**src/rtl/iwd_pkg.sv**
```systemverilog
package iwd_pkg;
  localparam int ADDR_W   = 32;
  localparam int BASE_LSB = 20;
  localparam int CODE_W   = 4;
  localparam int CODE_LSB = 16;
  localparam int BASE_W   = ADDR_W - BASE_LSB;
  localparam int MAX_CODE = ADDR_W - 1 - BASE_LSB;

  typedef logic [ADDR_W-1:0] addr_t;
  typedef logic [BASE_W-1:0] base_t;
  typedef logic [CODE_W-1:0] code_t;

  // A size code is usable when its window still fits in the address space.
  function automatic logic code_legal(code_t c);
    return int'(c) <= MAX_CODE;
  endfunction

  // Mask of the offset bits inside a window of the given code.
  function automatic addr_t offset_mask(code_t c);
    int sh;
    sh = BASE_LSB + int'(c);
    if (sh >= ADDR_W) return '1;
    return (addr_t'(1) << sh) - addr_t'(1);
  endfunction

  function automatic addr_t base_addr(base_t b);
    return {b, {BASE_LSB{1'b0}}};
  endfunction
endpackage

```
**src/rtl/iwd_cfg_regs.sv**
```systemverilog
module iwd_cfg_regs
  import iwd_pkg::*;
#(
  parameter int NUM_WIN    = 3,
  parameter int OFF_W      = 8,
  parameter int WIN_OFF0   = 'h50,
  parameter int WIN_STRIDE = 4,
  parameter int IO_OFF     = 'h00,
  localparam int NUM_REG   = NUM_WIN + 1
) (
  input  logic                     clk,
  input  logic                     rst_n,
  input  logic                     cfg_we,
  input  logic [OFF_W-1:0]         cfg_off,
  input  addr_t                    cfg_wdata,
  output base_t [NUM_REG-1:0]      reg_base,
  output code_t [NUM_REG-1:0]      reg_code
);
  logic unused_low_bits;
  assign unused_low_bits = ^cfg_wdata[CODE_LSB-1:0];

  for (genvar r = 0; r < NUM_REG; r++) begin : g_reg
    localparam logic [OFF_W-1:0] MY_OFF =
      (r == NUM_WIN) ? OFF_W'(IO_OFF) : OFF_W'(WIN_OFF0 + r * WIN_STRIDE);
    logic sel;
    assign sel = cfg_we && (cfg_off == MY_OFF);

    always_ff @(posedge clk) begin
      if (!rst_n) begin
        reg_base[r] <= '0;
        reg_code[r] <= '1;
      end else if (sel) begin
        reg_base[r] <= cfg_wdata[ADDR_W-1:BASE_LSB];
        reg_code[r] <= cfg_wdata[CODE_LSB +: CODE_W];
      end
    end
  end
endmodule

```
**src/rtl/iwd_win_match.sv**
```systemverilog
module iwd_win_match
  import iwd_pkg::*;
(
  input  base_t  base,
  input  code_t  code,
  input  addr_t  addr,
  output logic   legal,
  output logic   hit,
  output addr_t  offset
);
  addr_t low;
  assign low    = offset_mask(code);
  assign legal  = code_legal(code);
  assign hit    = legal && (((addr ^ base_addr(base)) & ~low) == '0);
  assign offset = addr & low;
endmodule

```
**src/rtl/iwd_prio.sv**
```systemverilog
module iwd_prio #(
  parameter int N  = 3,
  localparam int IW = (N > 1) ? $clog2(N) : 1
) (
  input  logic [N-1:0]  req,
  output logic          any,
  output logic [IW-1:0] idx
);
  always_comb begin
    any = 1'b0;
    idx = '0;
    for (int i = N - 1; i >= 0; i--) begin
      if (req[i]) begin
        any = 1'b1;
        idx = IW'(i);
      end
    end
  end
endmodule

```
**src/rtl/inbound_window_decoder.sv**
```systemverilog
module inbound_window_decoder
  import iwd_pkg::*;
#(
  parameter int NUM_WIN   = 3,
  localparam int NUM_REG  = NUM_WIN + 1,
  localparam int WIN_IDX_W = $clog2(NUM_REG),
  localparam int PRIO_W   = (NUM_WIN > 1) ? $clog2(NUM_WIN) : 1
) (
  input  logic                 clk,
  input  logic                 rst_n,
  input  logic                 cfg_we,
  input  logic [7:0]           cfg_off,
  input  logic [31:0]          cfg_wdata,
  input  logic                 req_valid,
  input  logic                 req_io,
  input  logic [31:0]          req_addr,
  output logic                 rsp_valid,
  output logic                 rsp_hit,
  output logic [WIN_IDX_W-1:0] rsp_win,
  output logic [31:0]          rsp_addr
);
  base_t [NUM_REG-1:0] reg_base;
  code_t [NUM_REG-1:0] reg_code;
  logic  [NUM_REG-1:0] legal_vec;
  logic  [NUM_REG-1:0] match_vec;
  addr_t [NUM_REG-1:0] off_vec;

  iwd_cfg_regs #(.NUM_WIN(NUM_WIN)) u_regs (
    .clk      (clk),
    .rst_n    (rst_n),
    .cfg_we   (cfg_we),
    .cfg_off  (cfg_off),
    .cfg_wdata(cfg_wdata),
    .reg_base (reg_base),
    .reg_code (reg_code)
  );

  for (genvar w = 0; w < NUM_REG; w++) begin : g_match
    iwd_win_match u_match (
      .base  (reg_base[w]),
      .code  (reg_code[w]),
      .addr  (req_addr),
      .legal (legal_vec[w]),
      .hit   (match_vec[w]),
      .offset(off_vec[w])
    );
  end

  logic              mem_any;
  logic [PRIO_W-1:0] mem_idx;

  iwd_prio #(.N(NUM_WIN)) u_prio (
    .req(match_vec[NUM_WIN-1:0]),
    .any(mem_any),
    .idx(mem_idx)
  );

  logic                 sel_hit;
  logic [WIN_IDX_W-1:0] sel_win;
  addr_t                sel_off;

  always_comb begin
    if (req_io) begin
      sel_hit = match_vec[NUM_WIN];
      sel_win = WIN_IDX_W'(NUM_WIN);
      sel_off = off_vec[NUM_WIN];
    end else begin
      sel_hit = mem_any;
      sel_win = WIN_IDX_W'(mem_idx);
      sel_off = off_vec[mem_idx];
    end
  end

  always_ff @(posedge clk) begin
    if (!rst_n) begin
      rsp_valid <= 1'b0;
      rsp_hit   <= 1'b0;
      rsp_win   <= '0;
      rsp_addr  <= '0;
    end else begin
      rsp_valid <= req_valid;
      rsp_hit   <= req_valid && sel_hit;
      rsp_win   <= (req_valid && sel_hit) ? sel_win : '0;
      rsp_addr  <= (req_valid && sel_hit) ? sel_off : '0;
    end
  end
endmodule

```
**config.mk**
```make
export PLATFORM = sky130hd
export DESIGN_NAME = inbound_window_decoder
export DESIGN_NICKNAME = d
export VERILOG_FILES = /design/src/rtl/iwd_pkg.sv /design/src/rtl/iwd_cfg_regs.sv /design/src/rtl/iwd_win_match.sv /design/src/rtl/iwd_prio.sv /design/src/rtl/inbound_window_decoder.sv
export SDC_FILE = /design/constraint.sdc
export NUM_CORES = 1
export LEC_CHECK = 0
export BUFFER_PORTS_ARGS = -buffer_cell sky130_fd_sc_hd__buf_2
export CAP_MARGIN = 20
export CORE_MARGIN = 1.5
export CORE_UTILIZATION = 60
export DETAILED_ROUTE_END_ITERATION = 12
export HOLD_SLACK_MARGIN = 0.02
export PLACE_DENSITY = 0.86
export SKIP_CTS_REPAIR_TIMING = 1
export SYNTH_ARGS = -nofsm -noshare
export SYNTH_HDL_FRONTEND = slang
export SYNTH_SLANG_ARGS = --single-unit
```
**constraint.sdc**
```tcl
create_clock -name clk -period 6.7 [get_ports clk]
set_clock_uncertainty 0.2 [all_clocks]
set_input_delay 1.34 -clock clk [delete_from_list [all_inputs] [get_ports clk]]
set_output_delay 1.34 -clock clk [all_outputs]
set_load 0.01 [all_outputs]
```
==> impl_metrics.tcl, run 1 <==
set metrics [dict create \
    status "finished clean" \
    synth.cell_area_um2 5830 \
    area.growth.synth_to_final_pct 10.4 \
    yosys_warnings 0 \
    seq_area_frac_synth_pct 34.3 \
    worstPathArrival_ns 4.42 \
    die_area_um2 10300 \
    fin_ws_ns 2.41 \
    cts_buffer_depth 2 \
    slowest_delay_ns 0.66 \
    grt_max_degree 66 \
    layout.nets 843 \
    rsz0062_at_grt "false" \
    worstReg2RegStart "u_regs.reg_code[6]" \
    ys_types 78 \
    ant_nets 0 \
    diodes 0 \
    synth_edf_count 0 \
    synth_most_common_cell "nand2_1" \
    relSlewSlack_pct 31.5 \
    viasPerCell 6.20 \
    final_layout_size_suffix_gt1_share_pct 18.2 \
    synth_cells 695 \
    path_cells "inv_1, ha_1, or3b_4, or4_4, a32oi_2, and3_1, o21ai_2, a2111oi_1, o311a_1" \
    fillCellCount 774 \
    cts.sinks 100 \
    clk_latency_ns 0.38 \
    finalHoldViolCount 0 \
    rows 35 \
    start_util_pct 62.5 \
    cts-root-buf "clkbuf_8" \
    gp_congestion 1.02 \
    powerDensity_nw_per_um2 173 \
    post-place-ws_ns 2.25 \
    multi_input_area_um2 3510 \
    drtIter0Drc 403 \
    antenna_found_initial 0 \
    r2r_end "rsp_addr[23]" \
    critPathKind "flop to flop" \
    crit_path_max_fanout 16 \
    grt.overflow.total 0 \
    synth_area_per_cell_um2 8.39 \
    vdd_drop_max_v 0.000125 \
    num_vias 5476 \
    ys_seq_elements 100 \
    synth_top_area_share_pct 34.3 \
    finalCriticalPeriod_ns 4.29 \
    cp-end-kind "flop" \
    worst-path-stages 9 \
    cp-startpoint "u_regs.reg_code[6]" \
    route.detailed.drc 0 \
    utilization_pct 69.0 \
    synth_area_leaders "dfxtp_1 (34%), nand2_1 (8.6%), a21boi_0 (6.3%)" \
    rr_worst_depth 9 \
    synthTopCellsByCount "nand2_1 (133), dfxtp_1 (100), a21boi_0 (49), clkbuf_1 (38), xnor2_1 (27)" \
    fmax_mhz 233 \
    p_leak_nw 2.69 \
    die_w_um 102 \
    grt_pass1_vias 5015 \
    ff_latch_area_um2 2000 \
    required_ns 6.82 \
    routedWlPerCell_um 19.8 \
    drv_cap 0 \
    wirelength_um 17500 \
    drv_slew 0 \
    hold_path.class "flop to flop" \
    tritoncts "yes" \
    grtUsageTotal_pct 34.7 \
    core_area_um2 9330 \
    r2r_setup_slack_ns 2.41 \
    critPathLaunchType "flop" \
    die_h_um 102 \
    io_buffers 96 \
    timing.final.crit_share_pct 64.0 \
    setup_viol 0 \
    boundaryPins 113 \
    crit_path_end "rsp_addr[23]" \
    numCtsBuffers 9 \
    cp_slowest_cell "a2111oi_1" \
    cts_max_level 3 \
    async_flop_share_pct 0 \
    ys.flop_type "dfxtp_1" \
    hpwl_um 12900 \
    dr.pass1.iters 5 \
    tns_ns 0 \
    clk_pin_slew_ns 0.11 \
    path_buf_inv 1 \
    yosysTopAreaCell "dfxtp_1" \
    grt_pass1_wl_um 27000 \
    tightestPinTransition_ns 1.03 \
    critPathTopFamily "simple AND/OR/NAND/NOR gates" \
]
## power breakdown
group	internal, mW	total (mW)	switching (mW)
Combinational	0.0359	0.0992	0.0633
Sequential	0.595	0.596	0.000870
Clock	0.189	0.419	0.230
Total	0.820	1.11	0.294
## metal layers
layer  vias to the layer above  GRT usage [%]  routed length, um
met5                         -              0                  0
met4                         0           22.6               1090
met3                        60           5.31               1780
met2                       338           50.1               7180
met1                      2519           48.1               7410
li1                       2559              -                  -
## sequential cells by signal, indices dropped and copies added (netlist names)
register,count
u_regs.reg_base,48
rsp_addr,32
u_regs.reg_code,16
rsp_win,2
rsp_hit,1
rsp_valid,1
## worst min-delay path by stage
stage | startpoint | end | depth (start not counted)
final | u_regs.reg_base[35] | u_regs.reg_base[35] | 2
after global routing | u_regs.reg_base[43] | u_regs.reg_base[43] | 2
after CTS | u_regs.reg_base[35] | u_regs.reg_base[35] | 2
after detailed placement | u_regs.reg_code[3] | u_regs.reg_code[3] | 2
after global placement | u_regs.reg_code[3] | u_regs.reg_code[3] | 2
after floorplan | u_regs.reg_code[3] | u_regs.reg_code[3] | 2
## worst min-delay path: stages, from the launching register on
cell and delay (ns):
dfxtp_1 0.33, nand2_1 0.05, a21boi_0 0.06
## layout by cell type (no fill, tap or decap), types with 5 or more instances in the layout
| master | netlist | final |
|---|---|---|
| nand2_1 | 133 | 133 |
| dfxtp_1 | 100 | 100 |
| buf_2 | 12 | 96 |
| a21boi_0 | 49 | 49 |
| xnor2_1 | 27 | 27 |
| nor2_1 | 26 | 26 |
| xor2_1 | 24 | 24 |
| a21oi_1 | 24 | 24 |
| and2_1 | 22 | 22 |
| nand3_1 | 18 | 18 |
| a211oi_1 | 17 | 17 |
| ha_1 | 17 | 17 |
| inv_1 | 14 | 14 |
| o211ai_1 | 14 | 14 |
| clkbuf_8 | 0 | 10 |
| nand2b_1 | 9 | 9 |
| o21ai_0 | 9 | 9 |
| and3_1 | 8 | 8 |
| o211a_1 | 8 | 8 |
| nand3b_1 | 6 | 6 |
| nor3_1 | 5 | 5 |
| nor4_1 | 5 | 5 |
| nor2b_1 | 5 | 5 |
| a31oi_1 | 5 | 5 |
| o311a_1 | 5 | 5 |
## metrics by stage
step,hold WS (ns),cells,total power [mW],instance area (um2)
floorplan,0.245,698,0.662,5840
global placement,0.259,867,0.704,6220
detailed placement,0.272,867,0.705,6220
CTS,0.286,883,1.11,6440
global route,0.305,883,1.15,6440
finish,0.284,883,1.11,6440
## logic make-up (layout without fill, tap and decap cells)
logic type / after synthesis / after routing / share of synthesized area (%)
AOI/OAI and AO/OA: 190 / 190 / 26.2
xor gates and xnor gates: 51 / 51 / 7.66
adders and majority gates: 17 / 17 / 3.65
buffers and inverters: 72 / 128 / 5.60
DFF: 100 / 100 / 34.3
muxes: 2 / 2 / 0.386
other: 1 / 4 / 0.0643
and+or+nand+nor: 262 / 262 / 22.1
## cell type report
type                       count  share of cell area [%]
sequential                   100                    31.1
inverter                      15                   0.874
tap                          129                    2.51
multi-input combinational    526                    54.6
clock inverter                 6                    1.24
clock buffer                  10                    2.14
timing repair buffer          97                    7.58
Note: power is estimated with default switching activity, not from simulation.
==> run 2: changes to the inputs <==
--- a/config.mk
+++ b/config.mk
@@ -8,10 +8,10 @@
 export BUFFER_PORTS_ARGS = -buffer_cell sky130_fd_sc_hd__buf_2
 export CAP_MARGIN = 20
 export CORE_MARGIN = 1.5
-export CORE_UTILIZATION = 60
+export CORE_UTILIZATION = 56
 export DETAILED_ROUTE_END_ITERATION = 12
 export HOLD_SLACK_MARGIN = 0.02
-export PLACE_DENSITY = 0.86
+export PLACE_DENSITY = 0.81
 export SKIP_CTS_REPAIR_TIMING = 1
 export SYNTH_ARGS = -nofsm -noshare
 export SYNTH_HDL_FRONTEND = slang
==> constraint.sdc (replaced) <==
create_clock -name clk -period 4.5 [get_ports clk]
set_clock_uncertainty 0.2 [all_clocks]
set_input_delay 0.9 -clock clk [delete_from_list [all_inputs] [get_ports clk]]
set_output_delay 0.9 -clock clk [all_outputs]
set_load 0.01 [all_outputs]
==> run 2 against run 1 <==
Compared with the run above: sequential cell count stayed put; clock power is 50% higher; final cell count is 1.7% higher; die area is 6.9% higher; worst setup slack worse by 1.9 ns; utilization is 5.4 points lower; count of clock-buffer cells in the layout is 2 higher; non-clock buffer count is 8 higher; critical endpoint is now rsp_addr[24]; highest routed layer unchanged.
==> impl_metrics.tcl, run 2 (synthesized netlist as in run 1, its figures left out) <==
set metrics [dict create \
    path_cells "inv_1, ha_1, or3b_4, or4_4, a32oi_2, and3_1, o21ai_2, a2111oi_0, nor4_1" \
    layout.nets 851 \
    drtIter0Drc 326 \
    slowest_delay_ns 0.83 \
    cp-end-kind "flop" \
    hold_path.class "flop to flop" \
    drv_cap 0 \
    clk_latency_ns 0.37 \
    power.total_mw 1.66 \
    status "finished clean" \
    boundaryPins 113 \
    critPathKind "flop to flop" \
    numCtsBuffers 9 \
    final_layout_size_suffix_gt1_share_pct 19.0 \
    p_int_mw 1.25 \
    top_register "u_regs.reg_base" \
    core_area_um2 10200 \
    cp_slowest_cell "a2111oi_0" \
    grt.overflow.total 0 \
    tritoncts "yes" \
    busiest_layer "met2" \
    worstPathArrival_ns 4.04 \
    clk_pin_slew_ns 0.10 \
    ant_nets 0 \
    final_cell_mix "nand2_1 (133), dfxtp_1 (100), buf_2 (96)" \
    cts_max_level 3 \
    grtUsageMet3_pct 5.18 \
    start_util_pct 57.0 \
    final_common_cell "nand2_1" \
    grt_pass1_wl_um 27300 \
    r2r_setup_slack_ns 0.47 \
    dr.pass1.iters 5 \
    relSlewSlack_pct 38.1 \
    top_regs "u_regs.reg_base (48), rsp_addr (32), u_regs.reg_code (16)" \
    use_met1_pct 44.9 \
    antenna_found_initial 0 \
    grt_max_degree 65 \
    final_area_um2 6510 \
    gp_congestion 0.961 \
    grt_use_met2_pct 50.6 \
    grtUsageTotal_pct 32.5 \
    fmax_mhz 248 \
    num_vias 5427 \
    tns_ns 0 \
    p_switching_uw 419 \
    io_buffers 96 \
    die_w_um 105 \
    timing.final.crit_share_pct 89.5 \
    tightestPinTransition_ns 0.905 \
    viasPerCell 6.04 \
    routedWlPerCell_um 19.6 \
    area.growth.synth_to_final_pct 11.6 \
    power.clock.fraction_pct 37.8 \
    finalHoldViolCount 0 \
    path_buf_inv 1 \
    powerDensity_nw_per_um2 256 \
    placed_cell_area_um2 6290 \
    die_area_um2 11000 \
    setup_viol 0 \
    crit_path_max_fanout 11 \
    largest_reg_flops 48 \
    p_leak_nw 2.73 \
    diodes 0 \
    die_h_um 105 \
    switching_share_pct 25.2 \
    power_frac_seq_pct 53.3 \
    grt_pass1_vias 4944 \
    hold_slack_ns 0.279 \
    cts_buffer_depth 2 \
    required_ns 4.52 \
    critPathLaunchType "flop" \
    hpwl_um 13200 \
    cts-root-buf "clkbuf_8" \
    rows 37 \
    wirelength_um 17600 \
    cts.sinks 100 \
    finalCriticalPeriod_ns 4.03 \
    route.detailed.drc 0 \
    vdd_drop_max_v 0.000157 \
    critPathTopFamily "simple AND/OR/NAND/NOR gates" \
    rsz0062_at_grt "false" \
    p_comb_share_pct 8.9 \
    drv_slew 0 \
]
==> run 2: cell types whose count changed in the layout (fill, tap and decap cells not counted), sizes merged <==
| cell | previous run | this run |
|---|---|---|
| buf | 97 | 105 |
| clkbuf | 10 | 12 |
| clkinv | 2 | 0 |
| clkinvlp | 1 | 2 |
| inv | 17 | 16 |
==> run 2: per-layer routing <==
| layer | up-vias | part of all wire (%) |
|---|---|---|
| met5 | - | 0 |
| met1 | 2493 | 44 |
| met4 | 0 | 4.1 |
| li1 | 2572 | - |
| met3 | 47 | 8.9 |
| met2 | 315 | 43 |
==> run 2: worst paths after layout <==
path / startpoint / to / depth (start not counted)
worst max-delay path: u_regs.reg_code[7] / rsp_addr[24] / 9
worst min-delay path: u_regs.reg_base[36] / u_regs.reg_base[36] / 2
worst max register to register: u_regs.reg_code[7] / rsp_addr[24] / 9
worst min register to register: u_regs.reg_base[36] / u_regs.reg_base[36] / 2
==> run 2: worst register-to-register path, cell delays in order (launching register included) <==
cell	delay [ns]
dfxtp_1	0.37
inv_1	0.12
ha_1	0.49
or3b_4	0.43
or4_4	0.43
a32oi_2	0.27
and3_1	0.40
o21ai_2	0.18
a2111oi_0	0.83
nor4_1	0.15
==> run 2: area by class of cell <==
cell class / count / area [um2]
clock inverters: 4 / 53.8
well taps: 136 / 170
inverters: 15 / 56.3
flip-flops and latches: 100 / 2000
multi-input cells: 526 / 3510
fillers: 909 / 3720
clock buffers: 12 / 165
repair buffers: 105 / 548
==> run 2: through the flow <==
step,std cells,util (%),worst slack (ns)
6_report,898,63.6,0.474
5_1_grt,898,63.6,0.308
4_1_cts,898,63.6,0.663
3_5_place_dp,882,61.5,0.632
3_3_place_gp,882,61.5,0.648
2_1_floorplan,698,-,1.02
==> run 2: power groups by stage <==
| stage | logic [mW] | clock network, mW | registers (mW) |
|---|---|---|---|
| 2_1_floorplan | 0.0774 | 0 | 0.907 |
| 3_3_place_gp | 0.144 | 0 | 0.908 |
| 3_5_place_dp | 0.144 | 0 | 0.908 |
| 4_1_cts | 0.145 | 0.633 | 0.887 |
| 5_1_grt | 0.158 | 0.679 | 0.888 |
| 6_report | 0.149 | 0.629 | 0.887 |
==> run 3: changes to the inputs <==
--- a/config.mk
+++ b/config.mk
@@ -8,10 +8,10 @@
 export BUFFER_PORTS_ARGS = -buffer_cell sky130_fd_sc_hd__buf_2
 export CAP_MARGIN = 20
 export CORE_MARGIN = 1.5
-export CORE_UTILIZATION = 56
+export CORE_UTILIZATION = 51
 export DETAILED_ROUTE_END_ITERATION = 12
 export HOLD_SLACK_MARGIN = 0.02
-export PLACE_DENSITY = 0.81
+export PLACE_DENSITY = 0.77
 export SKIP_CTS_REPAIR_TIMING = 1
 export SYNTH_ARGS = -nofsm -noshare
 export SYNTH_HDL_FRONTEND = slang
==> constraint.sdc (replaced) <==
create_clock -name clk -period 3.5 [get_ports clk]
set_clock_uncertainty 0.2 [all_clocks]
set_input_delay 0.7 -clock clk [delete_from_list [all_inputs] [get_ports clk]]
set_output_delay 0.7 -clock clk [all_outputs]
set_load 0.01 [all_outputs]
==> run 3 against run 2 <==
Compared with the run above: sequential share of layout area decreased by 2.2 points; cell area increased by 7.8%; total power increased by 46%; clock power increased by 73%; count of clock-buffer cells in the layout decreased by 3; largest power group unchanged.
==> impl_metrics.tcl, run 3 (synthesized netlist as in run 1, its figures left out) <==
set metrics [dict create \
    rsz0062_at_grt "true" \
    grt.overflow.total 0 \
    use_met1_pct 42.5 \
    busiest_layer "met2" \
    fmax_mhz 298 \
    grt_pass1_wl_um 28700 \
    dr.pass1.iters 5 \
    path_cells "inv_1, ha_1, buf_4, or4b_1, o311ai_2, a32oi_2, and3_4, a2111oi_4, buf_4, buf_12, nor3b_1, o311a_1" \
    boundaryPins 113 \
    crit_top_cell "buf_4" \
    drv_cap 0 \
    critPathLaunchType "flop" \
    viasPerCell 5.91 \
    cp-end-kind "flop" \
    wirelength_um 18800 \
    utilization_pct 63.9 \
    rows 38 \
    top_regs "u_regs.reg_base (48), rsp_addr (32), u_regs.reg_code (16)" \
    cts_buffer_depth 2 \
    hpwl_um 14300 \
    route.detailed.drc 0 \
    final_layout_size_suffix_gt1_share_pct 24.1 \
    relSlewSlack_pct 54.9 \
    gp_congestion 0.946 \
    final_cell_mix "nand2_1 (133), dfxtp_1 (100), buf_2 (96)" \
    rr_worst_depth 12 \
    drtIter0Drc 434 \
    vdd_drop_max_v 0.000294 \
    worstPathArrival_ns 3.45 \
    tritoncts "yes" \
    numCtsBuffers 9 \
    grt_max_degree 65 \
    diodes 0 \
    grt_use_met2_pct 53.2 \
    finalHoldViolCount 0 \
    antenna_found_initial 0 \
    worst-path-stages 12 \
    start_util_pct 53.1 \
    die_area_um2 12100 \
    die_w_um 110 \
    final_common_cell "nand2_1" \
    layout.nets 895 \
    setup_viol 0 \
    area.growth.synth_to_final_pct 20.4 \
    grtUsageTotal_pct 32.7 \
    tightestPinTransition_ns 0.676 \
    status "finished clean" \
    io_buffers 96 \
    cts.sinks 100 \
    slowest_delay_ns 0.50 \
    grt_pass1_vias 5162 \
    tns_ns 0 \
    hold_path.class "flop to flop" \
    ant_nets 0 \
    cts-root-buf "clkbuf_16" \
    die_h_um 110 \
    timing.final.crit_share_pct 95.8 \
    path_buf_inv 4 \
    dp_cells 930 \
    power.total_mw 2.44 \
    crit_path_max_fanout 12 \
    clk_latency_ns 0.35 \
    critPathKind "flop to flop" \
    finalCriticalPeriod_ns 3.35 \
    core_area_um2 11000 \
    routedWlPerCell_um 19.9 \
    cp_slowest_cell "or4b_1" \
    required_ns 3.60 \
    powerDensity_nw_per_um2 347 \
    top_register "u_regs.reg_base" \
    cts_max_level 3 \
    largest_reg_flops 48 \
    drv_slew 0 \
    grtUsageMet3_pct 5.87 \
    layout.cells.non_filler 946 \
    worstHoldPathCells 2 \
    critPathTopFamily "simple AND/OR/NAND/NOR gates" \
    num_vias 5595 \
    clk_pin_slew_ns 0.07 \
    p_leak_nw 3.00 \
]
-- run 3: final timing paths --
path                                    startpoint  slack [ns]                  to
worst max-delay path            u_regs.reg_code[7]        0.15        rsp_addr[25]
worst min-delay path            u_regs.reg_base[5]        0.28  u_regs.reg_base[5]
worst max register to register  u_regs.reg_code[7]        0.15        rsp_addr[25]
worst min register to register  u_regs.reg_base[5]        0.28  u_regs.reg_base[5]
-- run 3: final cells by class --
class / instances / area (um2)
Timing Repair Buffer: 149 / 891
Multi-Input combinational cell: 526 / 3570
Inverter: 15 / 58.8
Clock inverter: 7 / 98.8
Sequential cell: 100 / 2000
Clock buffer: 9 / 225
Tap cell: 140 / 175
Fill cell: 951 / 3960
-- run 3: metrics by stage --
step                hold slack [ns]  setup slack [ns]  area, um2
floorplan                     0.245            0.0170       5840
global placement              0.263           -0.0662       6640
detailed placement            0.270           -0.0249       6640
CTS                           0.279           -0.0181       6960
global route                  0.298           -0.0334       7020
finish                        0.277             0.146       7020
-- run 3: per-layer routing --
layer	routed length (um)	vias to the layer above
met3	1620	39
met1	7950	2609
met5	0	-
li1	-	2657
met2	8690	290
met4	571	0
-- run 3: report_power, final --
group          switching, mW  internal [mW]
logic                  0.129         0.0821
clock network          0.455          0.631
registers            0.00134           1.14
total                  0.585           1.85
-- run 3: worst reg2reg max path: cells and delay by family (launching register included) --
kind,cells,cell delay (ns)
buffers and inverters,4,0.64
AND/OR/NAND/NOR,3,1.04
AO/OA/AOI/OAI,4,0.77
adder cells (fa/ha/maj),1,0.28
flip-flops,1,0.37
